$ cat src/rtl/irq_chain_pkg.sv
// Shared types for the daisy-chained interrupt controller.
// Assumes nothing beyond IEEE 1800-2017.
package irq_chain_pkg;
    typedef enum logic [1:0] {
        ST_IDLE    = 2'd0,
        ST_WAIT    = 2'd1,
        ST_ACK     = 2'd2,
        ST_CAPTURE = 2'd3
    } irq_state_t;
endpackage

$ cat src/rtl/irq_chain_group.sv
// One priority group: per-slot pending flags and a serial acknowledge chain.
// Position 0 is nearest the processor. Assumes ack_in is high for one cycle
// at most and only while the group requests.
module irq_chain_group #(
    parameter int SLOTS = 2,
    parameter int VEC_W = 8
) (
    input  logic               clk,
    input  logic               rst_n,
    input  logic [SLOTS-1:0]   ev,
    input  logic [SLOTS*VEC_W-1:0] vec_in,
    input  logic               ack_in,
    output logic [SLOTS-1:0]   pend_o,
    output logic               req_o,
    output logic [VEC_W-1:0]   vec_o
);
    logic [SLOTS-1:0] pend_q;
    logic [SLOTS-1:0] pass;
    logic [SLOTS-1:0] grant;

    // Acknowledge ripple: a pending slot blocks, an idle slot forwards.
    assign pass[0] = ack_in;
    genvar k;
    generate
        for (k = 0; k < SLOTS; k++) begin : g_link
            assign grant[k] = pass[k] & pend_q[k];
            if (k < SLOTS - 1) begin : g_fwd
                assign pass[k+1] = pass[k] & ~pend_q[k];
            end
        end
    endgenerate

    // Pending flags: set by event, cleared when granted (a new event wins).
    always_ff @(posedge clk) begin
        if (!rst_n) pend_q <= '0;
        else        pend_q <= ev | (pend_q & ~grant);
    end

    // Vector bus: only the granted slot drives a non-zero contribution.
    always_comb begin
        vec_o = '0;
        for (int i = 0; i < SLOTS; i++)
            if (grant[i]) vec_o = vec_o | vec_in[i*VEC_W +: VEC_W];
    end

    assign pend_o = pend_q;
    assign req_o  = |pend_q;

    AST_ONE_GRANT: assert property (@(posedge clk) disable iff (!rst_n)
        $onehot0(grant));
    AST_CLEAR_NEEDS_ACK: assert property (@(posedge clk) disable iff (!rst_n)
        (pend_q != '0 && $past(rst_n) && ($past(pend_q) & ~pend_q) != '0) |-> $past(ack_in));
endmodule

$ cat src/rtl/irq_status_fsm.sv
// Processor side: status word (enable bit and level), acceptance sequencer
// IDLE -> WAIT -> ACK -> CAPTURE, vector latch and save/restore on return.
// Assumes group g has level NUM_GROUPS-g and NUM_GROUPS < 2**PRIO_W.
module irq_status_fsm
    import irq_chain_pkg::*;
#(
    parameter int NUM_GROUPS = 3,
    parameter int PRIO_W     = 2,
    parameter int VEC_W      = 8
) (
    input  logic                  clk,
    input  logic                  rst_n,
    input  logic [NUM_GROUPS-1:0] grp_req,
    input  logic [VEC_W-1:0]      vec_bus,
    input  logic                  cpu_ready,
    input  logic                  stat_wr,
    input  logic                  ie_in,
    input  logic [PRIO_W-1:0]     prio_in,
    input  logic                  irq_ret,
    output logic [NUM_GROUPS-1:0] inta,
    output logic                  vec_valid,
    output logic [VEC_W-1:0]      vec_out,
    output logic                  ie,
    output logic [PRIO_W-1:0]     prio
);
    irq_state_t state_q, state_d;
    logic ie_q, ie_sv_q;
    logic [PRIO_W-1:0] prio_q, prio_sv_q;
    logic [NUM_GROUPS-1:0] sel_d, sel_q;
    logic [PRIO_W-1:0] sel_lvl;
    logic [VEC_W-1:0] vec_q;
    logic any_elig;

    // Pick the eligible group with the highest level (lowest index).
    always_comb begin
        sel_d = '0;
        for (int g = NUM_GROUPS - 1; g >= 0; g--)
            if (grp_req[g] && (PRIO_W'(NUM_GROUPS - g) > prio_q)) begin
                sel_d    = '0;
                sel_d[g] = 1'b1;
            end
        any_elig = ie_q && (sel_d != '0);
    end

    // Level of the latched group.
    always_comb begin
        sel_lvl = '0;
        for (int g = 0; g < NUM_GROUPS; g++)
            if (sel_q[g]) sel_lvl = PRIO_W'(NUM_GROUPS - g);
    end

    // Next-state logic of the acceptance sequencer.
    always_comb begin
        state_d = state_q;
        case (state_q)
            ST_IDLE:    if (any_elig) state_d = ST_WAIT;
            ST_WAIT:    if (!any_elig) state_d = ST_IDLE;
                        else if (cpu_ready) state_d = ST_ACK;
            ST_ACK:     state_d = ST_CAPTURE;
            default:    state_d = ST_IDLE;
        endcase
    end

    // State, group select and vector registers.
    always_ff @(posedge clk) begin
        if (!rst_n) begin
            state_q <= ST_IDLE;
            sel_q   <= '0;
            vec_q   <= '0;
        end else begin
            state_q <= state_d;
            if (state_q == ST_WAIT) sel_q <= sel_d;
            if (state_q == ST_ACK)  vec_q <= vec_bus;
        end
    end

    // Status word: acceptance beats return, return beats software write.
    always_ff @(posedge clk) begin
        if (!rst_n) begin
            ie_q      <= 1'b0;
            prio_q    <= '0;
            ie_sv_q   <= 1'b0;
            prio_sv_q <= '0;
        end else if (state_q == ST_ACK) begin
            ie_sv_q   <= ie_q;
            prio_sv_q <= prio_q;
            ie_q      <= 1'b0;
            prio_q    <= sel_lvl;
        end else if (irq_ret) begin
            ie_q   <= ie_sv_q;
            prio_q <= prio_sv_q;
        end else if (stat_wr) begin
            ie_q   <= ie_in;
            prio_q <= prio_in;
        end
    end

    assign inta      = (state_q == ST_ACK) ? sel_q : '0;
    assign vec_valid = (state_q == ST_CAPTURE);
    assign vec_out   = vec_q;
    assign ie        = ie_q;
    assign prio      = prio_q;

    AST_INTA_ONEHOT: assert property (@(posedge clk) disable iff (!rst_n)
        $onehot0(inta));
    AST_INTA_AFTER_READY: assert property (@(posedge clk) disable iff (!rst_n)
        $rose(|inta) |-> $past(cpu_ready));
    AST_INTA_ONE_CYCLE: assert property (@(posedge clk) disable iff (!rst_n)
        (|inta) |=> !(|inta));
    AST_INTA_ABOVE_LEVEL: assert property (@(posedge clk) disable iff (!rst_n)
        $rose(|inta) |-> (sel_lvl > $past(prio_q) && $past(ie_q)));
    AST_VALID_AFTER_INTA: assert property (@(posedge clk) disable iff (!rst_n)
        vec_valid |-> $past(|inta));
    AST_IE_DROPPED: assert property (@(posedge clk) disable iff (!rst_n)
        vec_valid |-> !ie_q);
endmodule

$ cat src/rtl/irq_chain_ctrl.sv
// Top: groups of daisy-chained device slots plus the processor-side sequencer.
// Slot s sits in group s/SLOTS_PER_GROUP at position s%SLOTS_PER_GROUP.
// Assumes NUM_GROUPS < 2**PRIO_W.
module irq_chain_ctrl #(
    parameter int NUM_GROUPS      = 3,
    parameter int SLOTS_PER_GROUP = 2,
    parameter int VEC_W           = 8,
    parameter int PRIO_W          = 2
) (
    input  logic clk,
    input  logic rst_n,
    input  logic [NUM_GROUPS*SLOTS_PER_GROUP-1:0] dev_event,
    input  logic [NUM_GROUPS*SLOTS_PER_GROUP*VEC_W-1:0] dev_vec,
    input  logic cpu_ready,
    input  logic stat_wr,
    input  logic stat_ie_in,
    input  logic [PRIO_W-1:0] stat_prio_in,
    input  logic irq_ret,
    output logic intr,
    output logic [NUM_GROUPS-1:0] inta,
    output logic vec_valid,
    output logic [VEC_W-1:0] vec_out,
    output logic stat_ie,
    output logic [PRIO_W-1:0] stat_prio,
    output logic [NUM_GROUPS*SLOTS_PER_GROUP-1:0] dev_pending
);
    localparam int NSLOT = NUM_GROUPS * SLOTS_PER_GROUP;
    localparam int GVW   = SLOTS_PER_GROUP * VEC_W;

    logic [NUM_GROUPS-1:0] grp_req;
    logic [VEC_W-1:0] grp_vec [NUM_GROUPS];
    logic [VEC_W-1:0] vec_bus;

    genvar g;
    generate
        for (g = 0; g < NUM_GROUPS; g++) begin : g_grp
            irq_chain_group #(.SLOTS(SLOTS_PER_GROUP), .VEC_W(VEC_W)) u_grp (
                .clk    (clk),
                .rst_n  (rst_n),
                .ev     (dev_event[g*SLOTS_PER_GROUP +: SLOTS_PER_GROUP]),
                .vec_in (dev_vec[g*GVW +: GVW]),
                .ack_in (inta[g]),
                .pend_o (dev_pending[g*SLOTS_PER_GROUP +: SLOTS_PER_GROUP]),
                .req_o  (grp_req[g]),
                .vec_o  (grp_vec[g])
            );
        end
    endgenerate

    // Shared vector bus: OR of all group contributions.
    always_comb begin
        vec_bus = '0;
        for (int i = 0; i < NUM_GROUPS; i++) vec_bus = vec_bus | grp_vec[i];
    end

    irq_status_fsm #(.NUM_GROUPS(NUM_GROUPS), .PRIO_W(PRIO_W), .VEC_W(VEC_W)) u_fsm (
        .clk       (clk),
        .rst_n     (rst_n),
        .grp_req   (grp_req),
        .vec_bus   (vec_bus),
        .cpu_ready (cpu_ready),
        .stat_wr   (stat_wr),
        .ie_in     (stat_ie_in),
        .prio_in   (stat_prio_in),
        .irq_ret   (irq_ret),
        .inta      (inta),
        .vec_valid (vec_valid),
        .vec_out   (vec_out),
        .ie        (stat_ie),
        .prio      (stat_prio)
    );

    assign intr = |dev_pending;

    AST_INTR_TRACKS_EVENT: assert property (@(posedge clk) disable iff (!rst_n)
        (|$past(dev_event) && $past(rst_n)) |-> intr);
    AST_PENDING_STAYS: assert property (@(posedge clk) disable iff (!rst_n)
        ($past(rst_n) && !$past(|inta)) |-> ((($past(dev_pending) & ~dev_pending)) == '0));
    AST_SLOT_COUNT: assert property (@(posedge clk) disable iff (!rst_n)
        $countones(inta) <= 1 && NSLOT > 0);
endmodule

$ cat config.mk
export PLATFORM = sky130hd
export DESIGN_NAME = irq_chain_ctrl
export DESIGN_NICKNAME = d
export VERILOG_FILES = /design/src/rtl/irq_chain_pkg.sv /design/src/rtl/irq_chain_group.sv /design/src/rtl/irq_status_fsm.sv /design/src/rtl/irq_chain_ctrl.sv
export SDC_FILE = /design/constraint.sdc
export NUM_CORES = 1
export LEC_CHECK = 0
export BUFFER_PORTS_ARGS = -buffer_cell sky130_fd_sc_hd__clkbuf_2
export CAP_MARGIN = 20
export CELL_PAD_IN_SITES_DETAIL_PLACEMENT = 1
export CELL_PAD_IN_SITES_GLOBAL_PLACEMENT = 1
export CORE_MARGIN = 1
export CORE_UTILIZATION = 27
export CTS_CLUSTER_DIAMETER = 80
export DETAILED_ROUTE_END_ITERATION = 8
export PLACE_DENSITY = 0.84
export SETUP_SLACK_MARGIN = 0.05
export SYNTH_ARGS = -nofsm -noshare
export SYNTH_HDL_FRONTEND = slang
export SYNTH_HIERARCHICAL = 1
export SYNTH_SLANG_ARGS = --single-unit
$ cat constraint.sdc
create_clock -name clk -period 1.8 [get_ports clk]
set_input_delay 0.36 -clock clk [delete_from_list [all_inputs] [get_ports clk]]
set_output_delay 0.36 -clock clk [all_outputs]
set_load 0.03 [all_outputs]
==> results of run 1 <==
-- worst min path at each step --
stage / from / end / slack [ps] / cells after the start
3_3_place_gp: u_fsm/prio_sv_q[1]$_SDFFE_PN0P_ / u_fsm/prio_sv_q[1]$_SDFFE_PN0P_ / 440 / 2
3_5_place_dp: u_fsm/vec_out[4]$_SDFFE_PN0P_ / u_fsm/vec_out[4]$_SDFFE_PN0P_ / 450 / 2
5_1_grt: dev_event[4] / g_grp[2].u_grp/pend_o[0]$_SDFF_PN0_ / 290 / 2
6_report: dev_event[2] / g_grp[1].u_grp/pend_o[0]$_SDFF_PN0_ / 300 / 2
2_1_floorplan: u_fsm/ie_sv_q$_SDFFE_PN0P_ / u_fsm/ie_sv_q$_SDFFE_PN0P_ / 440 / 2
4_1_cts: dev_event[2] / g_grp[1].u_grp/pend_o[0]$_SDFF_PN0_ / 290 / 2
-- cells in the mapped netlist --
master    number
o21ai_0        6
o21a_1         3
o32ai_1        1
nor4_1         1
buf_6          7
clkbuf_1       2
nor3_1         1
a21oi_1        8
or3_1          8
o311a_1        1
nor2b_1        6
a32o_1        25
a32oi_1        1
nor2_1         9
o22ai_1        1
dfxtp_1       25
and3_1         1
a21boi_1       3
mux2i_1        3
nand2b_1       2
a21boi_0      10
and2_1         6
inv_1          5
nand3_1        2
nand2_1       28
or2_2          3
buf_2          5
and2b_2        3
nor3b_1        2
-- what timing repair did --
item,4_1_cts,5_1_grt
cloned,0,1
endpoints found under the setup margin,4,8
pin swaps,0,4
gates resized for setup,2,10
-- cell families after synthesis --
| family | count (synthesis) |
|---|---|
| buffers and inverters | 19 |
| AOI/OAI and AO/OA | 59 |
| muxes | 3 |
| DFF | 25 |
| and+or+nand+nor | 72 |
-- worst max-delay path, stage by stage, from the launching register on --
cell and delay (ps):
dfxtp_4 370, nor2b_4 140, and2_4 170, nor2b_4 150
a32o_1 280, or3_4 390, nand2_2 70, a21boi_1 50
-- state kept, by name (all words and copies together), names as in the netlist --
register and cells:
u_fsm/vec_out 8, u_fsm/ie_sv_q 1, u_fsm/sel_q 3, u_fsm/state_q 2, g_grp.u_grp/pend_o 6, u_fsm/ie 1
u_fsm/prio 2, u_fsm/prio_sv_q 2
-- cell type report --
cell class / instances / area, um2 / share of cell area [%]
clock buffer: 3 / 41.3 / 1.99
sequential: 25 / 508 / 24.5
timing repair buffer: 90 / 480 / 23.2
clock inverter: 1 / 5.00 / 0.242
inverter: 5 / 18.8 / 0.906
multi-input combinational: 135 / 931 / 44.9
tap: 70 / 87.6 / 4.23
-- per-stage QoR --
stage	std cells	TNS, ps
after floorplan	178	-1330
after global placement	324	0
after detailed placement	324	0
after CTS	328	0
after global routing	329	0
final	329	0
-- power by group through the flow --
stage	sequential, mW	clock [mW]	combinational, mW
finish	0.599	0.337	0.179
global route	0.602	0.380	0.195
CTS	0.598	0.352	0.180
detailed placement	0.611	0	0.179
global placement	0.609	0	0.176
floorplan	0.617	0	0.0665
-- layer usage --
metal / GRT usage, % / vias to the layer above / share of wire, %
met1: 20.2 / 826 / 42
met4: 5.38 / 0 / 1.1
met3: 5.03 / 6 / 5.4
li1: - / 819 / -
met5: 0 / - / 0
met2: 31.7 / 61 / 51
==> impl_metrics.yaml, run 1 <==
synth:
  syn-cell-area_um2: 1500
  synth.net_count: 240
  synth-seq-area-share_pct: 33.4
  synth-simple-area-share_pct: 24.3
  synth_top_family_by_area: "compound AO/OA/AOI/OAI gates"
  yosys.cell_types.count: 29
  yosysWarnings: 6
  synth_top_area_share_pct: 33.4
  yosysTopAreaCell: "dfxtp_1"
  syn_inst: 178
  synth_xor_area_share_pct: 0
  synthTopCellsByArea: "dfxtp_1 (33%), a32o_1 (17%), nand2_1 (7.0%)"
  avgSynthCellArea_um2: 8.42
  synthMuxAreaShare_pct: 2.00
  synth_seq_cells: 25
  synthAdderAreaFrac_pct: 0
  synth-compound-area-share_pct: 31.6
power_and_ir_drop:
  pwr-share-clk_pct: 30.2
  p_leak_nw: 0.935
  vdd_drop_max_mv: 0.282
  p_int_mw: 0.808
  pwr_density_cell_nw_per_um2: 538
  seq_power_share_pct: 53.7
  power_frac_comb_pct: 16.1
  p_sw_share_pct: 27.5
  p_total_mw: 1.11
  p_switching_mw: 0.307
drt:
  drt_iter0_markers: 43
  routed_wl_um: 5260
  viasPerCell: 5.20
  vias: 1712
  drt-pass1-iter-count: 4
  wl_per_cell_um: 16.0
  ant_nets: 0
  drc_errors: 0
global_route:
  grt_max_degree: 16
  grt_pass1_wl_um: 8400
  grt_pass1_vias: 1774
  antenna_found_initial: 0
  grt_usage_pct: 17.7
  overflow: 0
die:
  die_area_um2: 5850
  start_util_pct: 28.6
  io_pins: 84
  die_w_um: 76.5
  core-area_um2: 5240
  row_count: 26
  die_y_um: 76.5
critical_path:
  worstSetupEndpoint: "u_fsm/vec_out[7]$_SDFFE_PN0P_"
  critPathArrivalTime_ps: 1890
  crit_required_ps: 1970
  endpoint_kind: "register"
  reg2reg_depth: 7
  crit_fanout: 5
  critical_path.startpoint_type: "register"
  r2r_end: "u_fsm/vec_out[7]$_SDFFE_PN0P_"
  r2r_slack_ps: 90
  cp-startpoint: "u_fsm/state_q[1]$_SDFFE_PN0P_"
  critPathKind: "reg2reg"
  rr_startpoint: "u_fsm/state_q[1]$_SDFFE_PN0P_"
sta:
  relSlewSlack_pct: 68.3
  finalCriticalPeriod_ps: 1710
  period_share_pct: 95.2
  hold_viol_final: 0
  timing.hold.ws_ps: 296
  grt_setup_unrepaired: "no"
  setup_viol: 0
  skew_ps: 4.79
  tightestPinTransition_ps: 475
  slew_violations: 0
  max_clock_freq_mhz: 583
  finalWorstSetupSlack_ps: 86.0
status:
  status: "complete, no violations"
clock_tree:
  clock_sinks: 25
  clock-root-buffer: "clkbuf_8"
  cts_hold_buf: 0
  htreeDepth: 1
  clock_latency_ps: 270
  cts_setup_buffers: 0
  path_clk_slew_ps: 90
  clockBufferDepth: 2
  cts_tree: "done"
  cts_made_buffers: 3
finish:
  final_util_pct: 39.6
  mostFrequentLayoutCells: "clkbuf_2 (83), nand2_1 (27), a32o_1 (25)"
  syn_to_final_growth_pct: 38.2
  antenna_cells: 0
  final_area_um2: 2070
  post_route_cells_drive_above_1_share_pct: 44.0
  fin_nets: 322
  fillerInstances: 657
  final_common_cell: "clkbuf_2"
min_path:
  hold_class: "in2reg"
run:
  maxCapViolations: 0
placed_design:
  placed_area_um2: 1980
  port_buffers: 83
  dp_hpwl_um: 4140
  dp_slack_ps: 15.8
  globalplace.congestion: 0.803
Note: power is estimated with default switching activity, not from simulation.
==> run 2: changes to the inputs <==
--- a/config.mk
+++ b/config.mk
@@ -13,6 +13,7 @@
 export CORE_UTILIZATION = 27
 export CTS_CLUSTER_DIAMETER = 80
 export DETAILED_ROUTE_END_ITERATION = 8
+export GPL_TIMING_DRIVEN = 0
 export PLACE_DENSITY = 0.84
 export SETUP_SLACK_MARGIN = 0.05
 export SYNTH_ARGS = -nofsm -noshare
==> constraint.sdc (replaced) <==
create_clock -name clk -period 1.5 [get_ports clk]
set_input_delay 0.3 -clock clk [delete_from_list [all_inputs] [get_ports clk]]
set_output_delay 0.3 -clock clk [all_outputs]
set_load 0.03 [all_outputs]
==> run 2 against run 1 <==
Compared with the run above: clock power increased by 27%; design area rose by 16%; non-clock buffer count up 20; largest power group unchanged; combinational power is 54% higher; count of clock-buffer cells in the layout stayed put; highest routed layer unchanged; worst setup slack worse by 310 ps; the run now ends with negative setup slack left; core utilization increased by 6.5 points; power rose by 27%; via count grew 6.4%.
==> impl_metrics.yaml, run 2 (synthesis results as in run 1) <==
global_route:
  overflow: 0
  grt_usage_pct: 19.5
  grt_pass1_vias: 1908
  grt_pass1_wl_um: 9100
  antenna_found_initial: 0
  grt_max_degree: 16
drt:
  dr_wl_met2_um: 2990
  viasPerCell: 5.20
  drc_errors: 0
  drt_iter0_markers: 107
  wl_met1_um: 2470
  drt-pass1-iter-count: 4
  top_layer: "met4"
  ant_nets: 0
  vias: 1821
  route.met3.wl_um: 347
  routed_wl_um: 5860
  wl_per_cell_um: 16.8
sta:
  finalCriticalPeriod_ps: 1730
  period_share_pct: 115
  hold_viol_final: 0
  grt_setup_unrepaired: "yes"
  tightestPinTransition_ps: 459
  relSlewSlack_pct: 69.4
  setup_viol: 11
  finalWorstSetupSlack_ps: -226
  slew_violations: 0
  skew_ps: 10.5
  max_clock_freq_mhz: 580
  setup_tns_ps: -1660
critical_path:
  cp-startpoint: "u_fsm/state_q[1]$_SDFFE_PN0P_"
  endpoint_kind: "register"
  critPathArrivalTime_ps: 1910
  critical_path.startpoint_type: "register"
  rr_startpoint: "u_fsm/state_q[1]$_SDFFE_PN0P_"
  crit_fanout: 5
  critPathKind: "reg2reg"
  crit_required_ps: 1680
placed_design:
  placed_area_um2: 2050
  globalplace.congestion: 0.772
  port_buffers: 83
  dp_hpwl_um: 4020
die:
  core-area_um2: 5240
  io_pins: 84
  die_y_um: 76.5
  start_util_pct: 28.6
  row_count: 26
  die_area_um2: 5850
  die_w_um: 76.5
clock_tree:
  cts_made_buffers: 3
  clock-root-buffer: "clkbuf_8"
  cts_tree: "done"
  htreeDepth: 1
  path_clk_slew_ps: 100
  clock_sinks: 25
  clockBufferDepth: 2
  clock_latency_ps: 280
finish:
  antenna_cells: 0
  seq_area_um2: 519
  multiInputGateArea_um2: 1030
  final_area_um2: 2410
  syn_to_final_growth_pct: 60.9
  fin_nets: 343
  final_common_cell: "clkbuf_2"
  fillerInstances: 652
  largest_reg_flops: 8
  mostFrequentLayoutCells: "clkbuf_2 (78), nand2_1 (26), a32o_1 (25)"
  post_route_cells_drive_above_1_share_pct: 53.2
power_and_ir_drop:
  pwr_density_cell_nw_per_um2: 587
  p_leak_nw: 1.06
  p_total_mw: 1.42
  vdd_drop_max_mv: 0.393
status:
  violations: "negative setup slack"
  status: "finished with violations"
run:
  maxCapViolations: 0
min_path:
  hold_class: "in2reg"
  min-delay-start: "dev_event[4]"
run 2: cell count changes in the layout (fill, tap and decap cells not counted), sizes merged:
cell      previous run  this run
clkbuf              86        83
nor2b                7         8
clkinv               1         0
clkinvlp             0         1
buf                  7        30
run 2: through the flow:
| step | instances | setup slack, ps | hold WS (ps) | utilization (%) |
|---|---|---|---|---|
| floorplan | 178 | -470 | 417 | - |
| global placement | 331 | -598 | 445 | 39.1 |
| detailed placement | 331 | -617 | 449 | 39.1 |
| CTS | 346 | -309 | 228 | 44.3 |
| global route | 350 | -272 | 221 | 46.0 |
| finish | 350 | -226 | 226 | 46.0 |
run 2: worst max-delay path, stage by stage (launching register included):
cell and delay, ps:
dfxtp_4 370, buf_12 120, nand2b_4 90, nor2_4 50, nor2b_4 130, buf_6 140, a32o_1 240, or3_1 360
nand2_1 90, a21boi_1 60
run 2: power by group:
part	internal [mW]	total [mW]	switching, mW
clock	0.189	0.429	0.241
combinational	0.135	0.276	0.141
sequential	0.678	0.711	0.0324
run 2: routing by layer:
metal	track usage, %	vias up
met5	0	-
met4	2.88	0
met3	4.55	4
met2	36.2	71
met1	22.9	884
li1	-	862
run 2: repair_timing:
| action | in CTS | in global routing |
|---|---|---|
| resized for setup | 39 | 22 |
| buffers inserted | 14 | 6 |
| gates cloned | 2 | 1 |
| pin swaps | 18 | 28 |
| endpoints found under the setup margin | 19 | 15 |
| hold buffers | 0 | 0 |
run 2: final timing paths:
check                                   endpoint  slack [ps]  depth (start not counted)
max                u_fsm/vec_out[1]$_SDFFE_PN0P_        -230                          9
max reg2reg        u_fsm/vec_out[1]$_SDFFE_PN0P_        -230                          9
min reg2reg           u_fsm/ie_sv_q$_SDFFE_PN0P_         460                          2
min          g_grp[2].u_grp/pend_o[0]$_SDFF_PN0_         230                          2
run 2: area by class of cell:
cell class | count | share of cell area [%]
inverters | 5 | 0.778
flip-flops and latches | 25 | 21.5
clock buffers | 3 | 1.71
plain buffers | 7 | 2.49
multi-input cells | 136 | 42.6
clock inverters | 1 | 0.311
well taps | 70 | 3.63
repair buffers | 103 | 27.0
==> run 3: changes to the inputs <==
--- a/config.mk
+++ b/config.mk
@@ -5,7 +5,7 @@
 export SDC_FILE = /design/constraint.sdc
 export NUM_CORES = 1
 export LEC_CHECK = 0
-export BUFFER_PORTS_ARGS = -buffer_cell sky130_fd_sc_hd__clkbuf_2
+export BUFFER_PORTS_ARGS = -buffer_cell sky130_fd_sc_hd__buf_2
 export CAP_MARGIN = 20
 export CELL_PAD_IN_SITES_DETAIL_PLACEMENT = 1
 export CELL_PAD_IN_SITES_GLOBAL_PLACEMENT = 1
==> run 3 against run 2 <==
Compared with the run above: the run still ends with negative setup slack left; critical path type unchanged; power decreased by 2.2%; first-iteration DRC count shrank 5.6%; via count is 0.99% lower; non-clock buffer count shrank 4; die area stayed put; hold slack gained 9.3 ps; clock power decreased by 2%; routed wire length fell by 4.0%; count of clock-buffer cells in the layout is the same; largest power group unchanged; sequential power hardly changed.
==> impl_metrics.yaml, run 3 (synthesis results as in run 1) <==
status:
  status: "finished with violations"
  violations: "negative setup slack"
finish:
  mostFrequentLayoutCells: "buf_2 (79), a32o_1 (25), nand2_1 (24)"
  final_common_cell: "buf_2"
  fin_nets: 339
  final_util_pct: 44.3
  final_area_um2: 2320
  antenna_cells: 0
  post_route_cells_drive_above_1_share_pct: 53.3
  syn_to_final_growth_pct: 54.8
  largest_reg_flops: 8
  fillerInstances: 659
drt:
  routed_wl_um: 5630
  vias: 1803
  viasPerCell: 5.21
  wl_per_cell_um: 16.3
  ant_nets: 0
  drc_errors: 0
  drt_iter0_markers: 101
  drt-pass1-iter-count: 4
min_path:
  holdPathEnd: "g_grp[0].u_grp/pend_o[0]$_SDFF_PN0_"
  hold_class: "in2reg"
  min-delay-start: "dev_event[0]"
  hold_path_depth: 2
power_and_ir_drop:
  seq_power_share_pct: 51.2
  p_switching_mw: 0.393
  pwr_density_cell_nw_per_um2: 597
  p_sw_share_pct: 28.4
  p_total_mw: 1.39
  vdd_drop_max_mv: 0.489
  pwr-share-clk_pct: 30.3
  p_leak_nw: 1.02
  p_int_mw: 0.992
  power_frac_comb_pct: 18.5
global_route:
  overflow: 0
  grt_pass1_vias: 1894
  grt_max_degree: 16
  grt_usage_pct: 19.4
  antenna_found_initial: 0
  grt_pass1_wl_um: 9030
placed_design:
  dp_hpwl_um: 4020
  port_buffers: 83
  globalplace.congestion: 0.767
  dp_slack_ps: -654
  placed_area_um2: 2050
critical_path:
  critPathTopFamily: "simple AND/OR/NAND/NOR gates"
  crit_chain: "buf_6 > nand2b_4 > nor2_4 > nor2b_4 > buf_6 > a32o_1 > or3_1 > nand2_1 > a21boi_2"
  slowest_stage: "or3_1"
  slowest_delay_ps: 390
  endpoint_kind: "register"
  critPathKind: "reg2reg"
  worst_path_most_repeated_cell: "buf_6"
  crit_fanout: 5
  crit_required_ps: 1670
  r2r_end: "u_fsm/vec_out[0]$_SDFFE_PN0P_"
  r2r_slack_ps: -230
  critPathArrivalTime_ps: 1900
  crit_buf_inv: 2
  reg2reg_depth: 9
  rr_startpoint: "u_fsm/state_q[1]$_SDFFE_PN0P_"
  critical_path.startpoint_type: "register"
clock_tree:
  path_clk_slew_ps: 90
  cts_made_buffers: 3
  clockBufferDepth: 2
  clock_sinks: 25
  clock_latency_ps: 270
  htreeDepth: 1
  clock-root-buffer: "clkbuf_8"
  cts_tree: "done"
die:
  die_w_um: 76.5
  core-area_um2: 5240
  row_count: 26
  die_area_um2: 5850
  die_y_um: 76.5
  start_util_pct: 28.6
  io_pins: 84
sta:
  hold_viol_final: 0
  grt_setup_unrepaired: "yes"
  tightestPinTransition_ps: 416
  finalCriticalPeriod_ps: 1730
  relSlewSlack_pct: 72.2
  max_clock_freq_mhz: 578
  setup_viol: 10
  finalWorstSetupSlack_ps: -230
  skew_ps: 4.09
  slew_violations: 0
  setup_tns_ps: -1530
  period_share_pct: 115
run:
  maxCapViolations: 0
==> run 3: routing by layer <==
layer,global-route usage [%],vias to the layer above,wire length (um)
met1,22.8,866,2340
li1,-,851,-
met4,4.81,0,97
met3,4.31,12,304
met2,35.3,74,2890
met5,0,-,0
==> run 3: worst max-delay path by stage <==
stage               depth (start not counted)                     startpoint  slack, ps                       endpoint
floorplan                                  10  u_fsm/state_q[1]$_SDFFE_PN0P_       -470  u_fsm/vec_out[0]$_SDFFE_PN0P_
global placement                            9  u_fsm/state_q[0]$_SDFFE_PN0P_       -600  u_fsm/vec_out[4]$_SDFFE_PN0P_
detailed placement                          9  u_fsm/state_q[0]$_SDFFE_PN0P_       -650  u_fsm/vec_out[4]$_SDFFE_PN0P_
CTS                                        10  u_fsm/state_q[1]$_SDFFE_PN0P_       -300  u_fsm/vec_out[0]$_SDFFE_PN0P_
global route                                9  u_fsm/state_q[1]$_SDFFE_PN0P_       -270  u_fsm/vec_out[0]$_SDFFE_PN0P_
finish                                      9  u_fsm/state_q[1]$_SDFFE_PN0P_       -230  u_fsm/vec_out[0]$_SDFFE_PN0P_
==> run 3: cell type report <==
| cell class | instances | area (um2) | share of cell area (%) |
|---|---|---|---|
| buffer | 7 | 52.6 | 2.27 |
| clock buffer | 3 | 41.3 | 1.78 |
| clock inverter | 1 | 7.51 | 0.324 |
| inverter | 5 | 18.8 | 0.809 |
| multi-input combinational | 136 | 1020 | 43.9 |
| sequential | 25 | 519 | 22.4 |
| tap | 70 | 87.6 | 3.78 |
| timing repair buffer | 99 | 576 | 24.8 |
==> run 3: metrics by stage <==
stage | hold slack, ps | std cells
floorplan | 417 | 178
global placement | 443 | 331
detailed placement | 448 | 331
CTS | 222 | 343
global route | 219 | 346
finish | 235 | 346
==> run 3: what timing repair did <==
action | in CTS | in global routing
buffers inserted | 10 | 5
hold buffers | 0 | 0
pin swaps | 20 | 28
gates resized for setup | 35 | 14
endpoints found under the setup margin | 20 | 15
gates cloned | 3 | 0
==> run 3: power by group through the flow <==
stage	sequential [mW]	combinational, mW	clock (mW)
after global routing	0.712	0.277	0.464
after detailed placement	0.720	0.238	0
final	0.709	0.257	0.419
after floorplan	0.742	0.0852	0
after CTS	0.705	0.253	0.442
after global placement	0.719	0.230	0
